File: config.mk
export PLATFORM = sky130hd
export DESIGN_NAME = rr_phase_seq
export DESIGN_NICKNAME = d
export VERILOG_FILES = /design/src/rtl/rr_phase_pkg.sv /design/src/rtl/rr_ring_guard.sv /design/src/rtl/rr_ring_state.sv /design/src/rtl/rr_phase_decode.sv /design/src/rtl/rr_phase_seq.sv
export SDC_FILE = /design/constraint.sdc
export NUM_CORES = 1
export LEC_CHECK = 0
export ABC_AREA = 0
export BUFFER_PORTS_ARGS = -buffer_cell sky130_fd_sc_hd__buf_2
export CORE_ASPECT_RATIO = 0.6
export CORE_UTILIZATION = 48
export DETAILED_ROUTE_END_ITERATION = 7
export PLACE_DENSITY_LB_ADDON = 0.2
export SETUP_SLACK_MARGIN = 0.3
export SLEW_MARGIN = 20
export SYNTH_ARGS = -nofsm -noshare
export SYNTH_HDL_FRONTEND = slang
export SYNTH_HIERARCHICAL = 1
export SYNTH_SLANG_ARGS = --single-unit
File: constraint.sdc
create_clock -name clk -period 3.25 [get_ports clk]
set_input_delay 0.1625 -clock clk [delete_from_list [all_inputs] [get_ports clk]]
set_output_delay 0.1625 -clock clk [all_outputs]
set_load 0.01 [all_outputs]
File: src/rtl/rr_phase_pkg.sv
`timescale 1ns/1ps
package rr_phase_pkg;

  // Next-state operation selected for the twisted ring
  typedef enum logic [1:0] {
    RING_HOLD  = 2'd0,
    RING_STEP  = 2'd1,
    RING_CLEAR = 2'd2
  } ring_op_e;

  // A twisted ring of W flops yields 2*W distinct positions
  function automatic int unsigned ring_width(input int unsigned phases);
    return phases / 2;
  endfunction

endpackage

File: src/rtl/rr_ring_guard.sv
`timescale 1ns/1ps
module rr_ring_guard #(
  parameter int unsigned WIDTH = 8
) (
  input  logic [WIDTH-1:0] state_i,
  output logic             legal_o
);

  // One flag per adjacent bit pair marks a 0/1 boundary
  logic [WIDTH-2:0] boundary_w;

  for (genvar g = 0; g < WIDTH - 1; g++) begin : g_bound
    assign boundary_w[g] = state_i[g] ^ state_i[g+1];
  end

  // Legal rotation patterns carry at most one boundary
  assign legal_o = $onehot0(boundary_w);

endmodule

File: src/rtl/rr_ring_state.sv
`timescale 1ns/1ps
module rr_ring_state
  import rr_phase_pkg::*;
#(
  parameter int unsigned WIDTH = 8
) (
  input  logic             clk,
  input  logic             rst,
  input  logic             step_i,
  input  logic             legal_i,
  output logic [WIDTH-1:0] state_q,
  output logic [WIDTH-1:0] state_d,
  output logic             at_last_o
);

  // Position 2*WIDTH-1: only the top bit still set
  localparam logic [WIDTH-1:0] LAST_PAT = {1'b1, {(WIDTH-1){1'b0}}};

  ring_op_e op;

  always_comb begin
    if (!legal_i) begin
      op = RING_CLEAR;
    end else if (step_i) begin
      op = RING_STEP;
    end else begin
      op = RING_HOLD;
    end
  end

  always_comb begin
    case (op)
      RING_STEP:  state_d = {state_q[WIDTH-2:0], ~state_q[WIDTH-1]};
      RING_CLEAR: state_d = '0;
      default:    state_d = state_q;
    endcase
  end

  always_ff @(posedge clk) begin
    if (rst) begin
      state_q <= '0;
    end else begin
      state_q <= state_d;
    end
  end

  assign at_last_o = (state_q == LAST_PAT);

endmodule

File: src/rtl/rr_phase_decode.sv
`timescale 1ns/1ps
module rr_phase_decode #(
  parameter int unsigned WIDTH = 8
) (
  input  logic [WIDTH-1:0]   state_i,
  output logic [2*WIDTH-1:0] phase_o
);

  // Ends of the ring pick out the all-zero and all-one positions
  assign phase_o[0]     = ~state_i[WIDTH-1] & ~state_i[0];
  assign phase_o[WIDTH] =  state_i[WIDTH-1] &  state_i[0];

  // Filling half: boundary where ones stop; emptying half: where zeros stop
  for (genvar k = 1; k < WIDTH; k++) begin : g_pair
    assign phase_o[k]         =  state_i[k-1] & ~state_i[k];
    assign phase_o[WIDTH + k] = ~state_i[k-1] &  state_i[k];
  end

endmodule

File: src/rtl/rr_phase_seq.sv
`timescale 1ns/1ps
module rr_phase_seq
  import rr_phase_pkg::*;
#(
  parameter int unsigned PHASES = 16
) (
  input  logic              clk,
  input  logic              rst,
  input  logic              step_en,
  output logic [PHASES-1:0] phase_o,
  output logic              wrap_o
);

  localparam int unsigned RING_W = ring_width(PHASES);

  logic [RING_W-1:0] ring_q;
  logic [RING_W-1:0] ring_d;
  logic              ring_ok;
  logic              ring_last;
  logic [PHASES-1:0] phase_d;
  logic [PHASES-1:0] phase_q;
  logic              wrap_q;

  rr_ring_guard #(.WIDTH(RING_W)) u_guard (
    .state_i (ring_q),
    .legal_o (ring_ok)
  );

  rr_ring_state #(.WIDTH(RING_W)) u_ring (
    .clk       (clk),
    .rst       (rst),
    .step_i    (step_en),
    .legal_i   (ring_ok),
    .state_q   (ring_q),
    .state_d   (ring_d),
    .at_last_o (ring_last)
  );

  // Decode the upcoming ring value so the registered lines track the ring
  rr_phase_decode #(.WIDTH(RING_W)) u_decode (
    .state_i (ring_d),
    .phase_o (phase_d)
  );

  always_ff @(posedge clk) begin
    if (rst) begin
      phase_q <= PHASES'(1);
      wrap_q  <= 1'b0;
    end else begin
      phase_q <= phase_d;
      wrap_q  <= step_en & ring_ok & ring_last;
    end
  end

  assign phase_o = phase_q;
  assign wrap_o  = wrap_q;

endmodule

==> metrics.md <==
| Metric | Value |
|---|---|
| Status | complete, no violations |
| Max-cap check violation count | 0 |
| Post-Syn Instances | around 110 |
| Final worst slack | approximately 100 ps |
| Antenna violations before repair | 0 |
| CTS tree | yes |
| Placed Instances | between 150 and 200 |
| Vias/cell | between 4 and 5 |
| Grt total ovfl | 0 |
| P per Cell Area | between 300 and 400 mW/mm^2 |
| Longest Clk Path Bufs | 2 |
| Fill cells | ~160 |
| WS Path Type | reg -> reg |
| Sequential share of the synthesized area | 45.3% |
| Pre-CTS setup slack | ~27 ps |
| Pleak | between 0.7 and 0.8 nW |
| Library cells used by synthesis | 20 |
| Hold wc startpoint | rst |
| Cell Count, Final, Fillers Out | 162 |
| R2r endpoint | phase_o[3] |
| R2r startpoint | u_ring/state_q[1] |
| RSZ-0062 raised after global routing | yes |
| Global-route wire length before repair | around 3.2 mm |
| Dpl hpwl | 1.37 mm |
| Critical path arrival | about 3300 ps |
| Detailed-route via count | between 700 and 800 |
| Critical Path Fanout Max | 5 |
| GP Congestion | between 0.8 and 0.9 |
| Final period utilization | about 97% |
| Share of cells above drive strength 1 | about 47% |
| Post-layout nets | 140 |
| Logic gate share of total power | a little over an eighth |
| P_int | 439 uW |
| Port Buf Inserts | 19 |
| Vias in the first global route | ~640 |
| CP required | about 3400 ps |
| Hold Path End | phase_o[13] |
| P_sw | roughly 140 uW |
| Max-slew headroom | roughly two thirds |
| Core Box Area | ~0.0022 sq mm |
| Total CTS buffers | 3 |
| Fin. Hold Viols | 0 |
| Starting Density | about 51% |
| Reg2reg path depth | 10 |
| Diodes inserted | 0 |
| DIE WIDTH | 63.9 microns |
| Pins Over Slew Limit | 0 |
| Final wirelength | around 2.1 mm |
| CTS sink count | 25 |
| Hold-fix buffers, CTS | 0 |
| Crit path time final | between 3000 and 4000 ps |
| Hold Path Cell Cnt | 2 |
| Root Buffer | clkbuf_8 |
| Reg power frac | 55.0% |
| Clock transition at path regs | 80 ps |
| Reg-to-reg setup timing slack | about 100 ps |
| Fin Clk Skew | between 2 and 3 ps |
| Die Y-Extent | just under 40 microns |
| Yosys warns | 6 |
| DRC Markers | 0 |
| Syn Nets | between 100 and 150 |
| FP Rows | 13 |
| CP Launch Type | flip-flop |
| Pre-antenna DRT Iters | 4 |
| Clock Latency Late Sink | 270 ps |
| Clock power frac | 31.5% |
| Post-synthesis area per instance | approximately 11 sq um |
| Hold crit path type | in -> reg |
| Multi-input logic area | 703 sq um |
| Die area | around 0.0025 sq mm |
| Maximum vdd drop | roughly 0.21 mV |
| WL per Instance | roughly 13 microns |
| Sw Ratio | 23.9% |
| Top Ports | 20 |
| Starting DRT DRC Count | 38 |
| Total global-route track usage | 19.1% |
| Slew at the pin closest to its max-slew limit | a little under 500 ps |
| Final ANT Viol Nets | 0 |
| Fmax | ~320 MHz |
| Largest net degree at the start of global routing | 19 |
| Post-Syn Area | 0.00110 sq mm |
| Pwr Total | a little under 600 uW |
| CTS H-tree depth | 1 |
| Syn-to-layout area delta | 32.4% |
| #FFs+latches synth | 25 |
| Final count of negative-setup-slack endpoints | 0 |
| Crit end category | flip-flop |
| Sequential Area | a little over 500 sq um |
[registers in the layout (all words and copies together), names as in the netlist]
| name | cells |
|---|---|
| phase_o | 16 |
| wrap_o | 1 |
| u_ring/state_q | 8 |
[stage by stage]
stage          hold slack [ps]  setup TNS [ps]  util, %  area (sq um)
3_3_place_gp               515               0     58.9          1270
5_1_grt                    270           -5.45     67.6          1460
3_5_place_dp               519               0     58.9          1270
2_1_floorplan              234               0        -          1160
6_report                   261               0     67.6          1460
4_1_cts                    237               0     63.6          1380
[worst max-delay path by stage]
stage               depth (start not counted)               from         end  slack, ps
floorplan                                  10  u_ring/state_q[1]  phase_o[3]        170
global placement                           10  u_ring/state_q[0]  phase_o[3]         90
detailed placement                         10  u_ring/state_q[1]  phase_o[3]         30
CTS                                        10  u_ring/state_q[1]  phase_o[3]         80
global route                               10  u_ring/state_q[1]  phase_o[3]         -5
finish                                     10  u_ring/state_q[1]  phase_o[3]        100
[cell usage in the layout, fill, tap and decap left out]
master	synthesis	routed
a21boi_2	0	1
a21oi_2	1	1
and2_1	1	1
and2b_1	4	4
and2b_2	2	2
and4b_1	2	2
buf_2	1	19
buf_4	0	3
buf_6	2	3
clkbuf_1	0	1
clkbuf_8	0	3
dfxtp_1	25	20
dfxtp_2	0	2
dfxtp_4	0	3
fa_1	4	2
fa_2	0	2
inv_1	3	3
mux2i_1	7	7
nand2b_1	2	1
nand2b_4	1	2
nor2_1	10	5
nor2_2	0	3
nor2_4	0	3
nor2b_1	30	18
nor2b_2	0	5
nor2b_4	0	7
nor4_1	1	1
or2_1	1	1
xnor2_1	5	2
xnor2_2	0	3
xor2_1	2	2
[routing by layer]
layer  wire length (microns)  global-route usage [%]  vias up
met5                       0                       0        -
met4                      46                    11.9        0
met3                      98                    7.35        4
met2                     930                    28.2       19
met1                    1040                    23.7      344
li1                        -                       -      382
[synthesized netlist by cell type]
cell / n / share of area, %
and2b_1: 4 / 2.7
or2_1: 1 / 0.57
and2_1: 1 / 0.57
nand2b_1: 2 / 1.1
buf_2: 1 / 0.45
and2b_2: 2 / 1.6
buf_6: 2 / 2.0
nor2b_1: 30 / 17
a21boi_1: 1 / 0.68
a21oi_2: 1 / 0.79
fa_1: 4 / 7.2
xor2_1: 2 / 1.6
dfxtp_1: 25 / 45
nand2b_4: 1 / 1.2
nor2_1: 10 / 3.4
mux2i_1: 7 / 6.3
nor4_1: 1 / 0.57
xnor2_1: 5 / 4.0
inv_1: 3 / 1.0
and4b_1: 2 / 1.8
[power groups by stage]
stage               Sequential [mW]  Combinational [mW]  Clock [mW]
detailed placement            0.326              0.0569           0
CTS                           0.318              0.0649       0.191
finish                        0.317              0.0777       0.182
floorplan                     0.328              0.0444           0
global placement              0.326              0.0559           0
global route                  0.318              0.0842       0.203
[cell type report]
type                            count  share of cell area [%]
Multi-Input combinational cell     75                    48.1
Clock buffer                        4                    3.08
Inverter                            3                   0.770
Sequential cell                    25                    35.2
Tap cell                           30                    2.57
Timing Repair Buffer               25                    10.4
[timing repair]
item | CTS | global route
setup endpoints to repair | 24 | 25
setup buffers | 2 | 3
gates resized for setup | 8 | 19
pin swaps | 4 | 1
cloned | 1 | 0
[kinds of logic (layout without fill, tap and decap cells)]
| group | Yosys count | in the layout | synth area share [%] |
|---|---|---|---|
| adder cells (fa/ha/maj) | 4 | 4 | 7.25 |
| AND/OR/NAND/NOR | 54 | 55 | 30.6 |
| XOR/XNOR | 7 | 7 | 5.55 |
| multiplexers | 7 | 7 | 6.34 |
| AO/OA/AOI/OAI | 2 | 2 | 1.47 |
| buffers and inverters | 6 | 32 | 3.51 |
| flip-flops | 25 | 25 | 45.3 |
[critical path, stage by stage (launching register included)]
cell and delay, ps:
dfxtp_4 380, xnor2_2 140, fa_1 490, fa_1 490, inv_1 50, fa_2 330, fa_2 480, nor2_4 160
nor2b_4 180, and2b_2 210, and2b_1 140
Power figures use the tool's default switching activity.
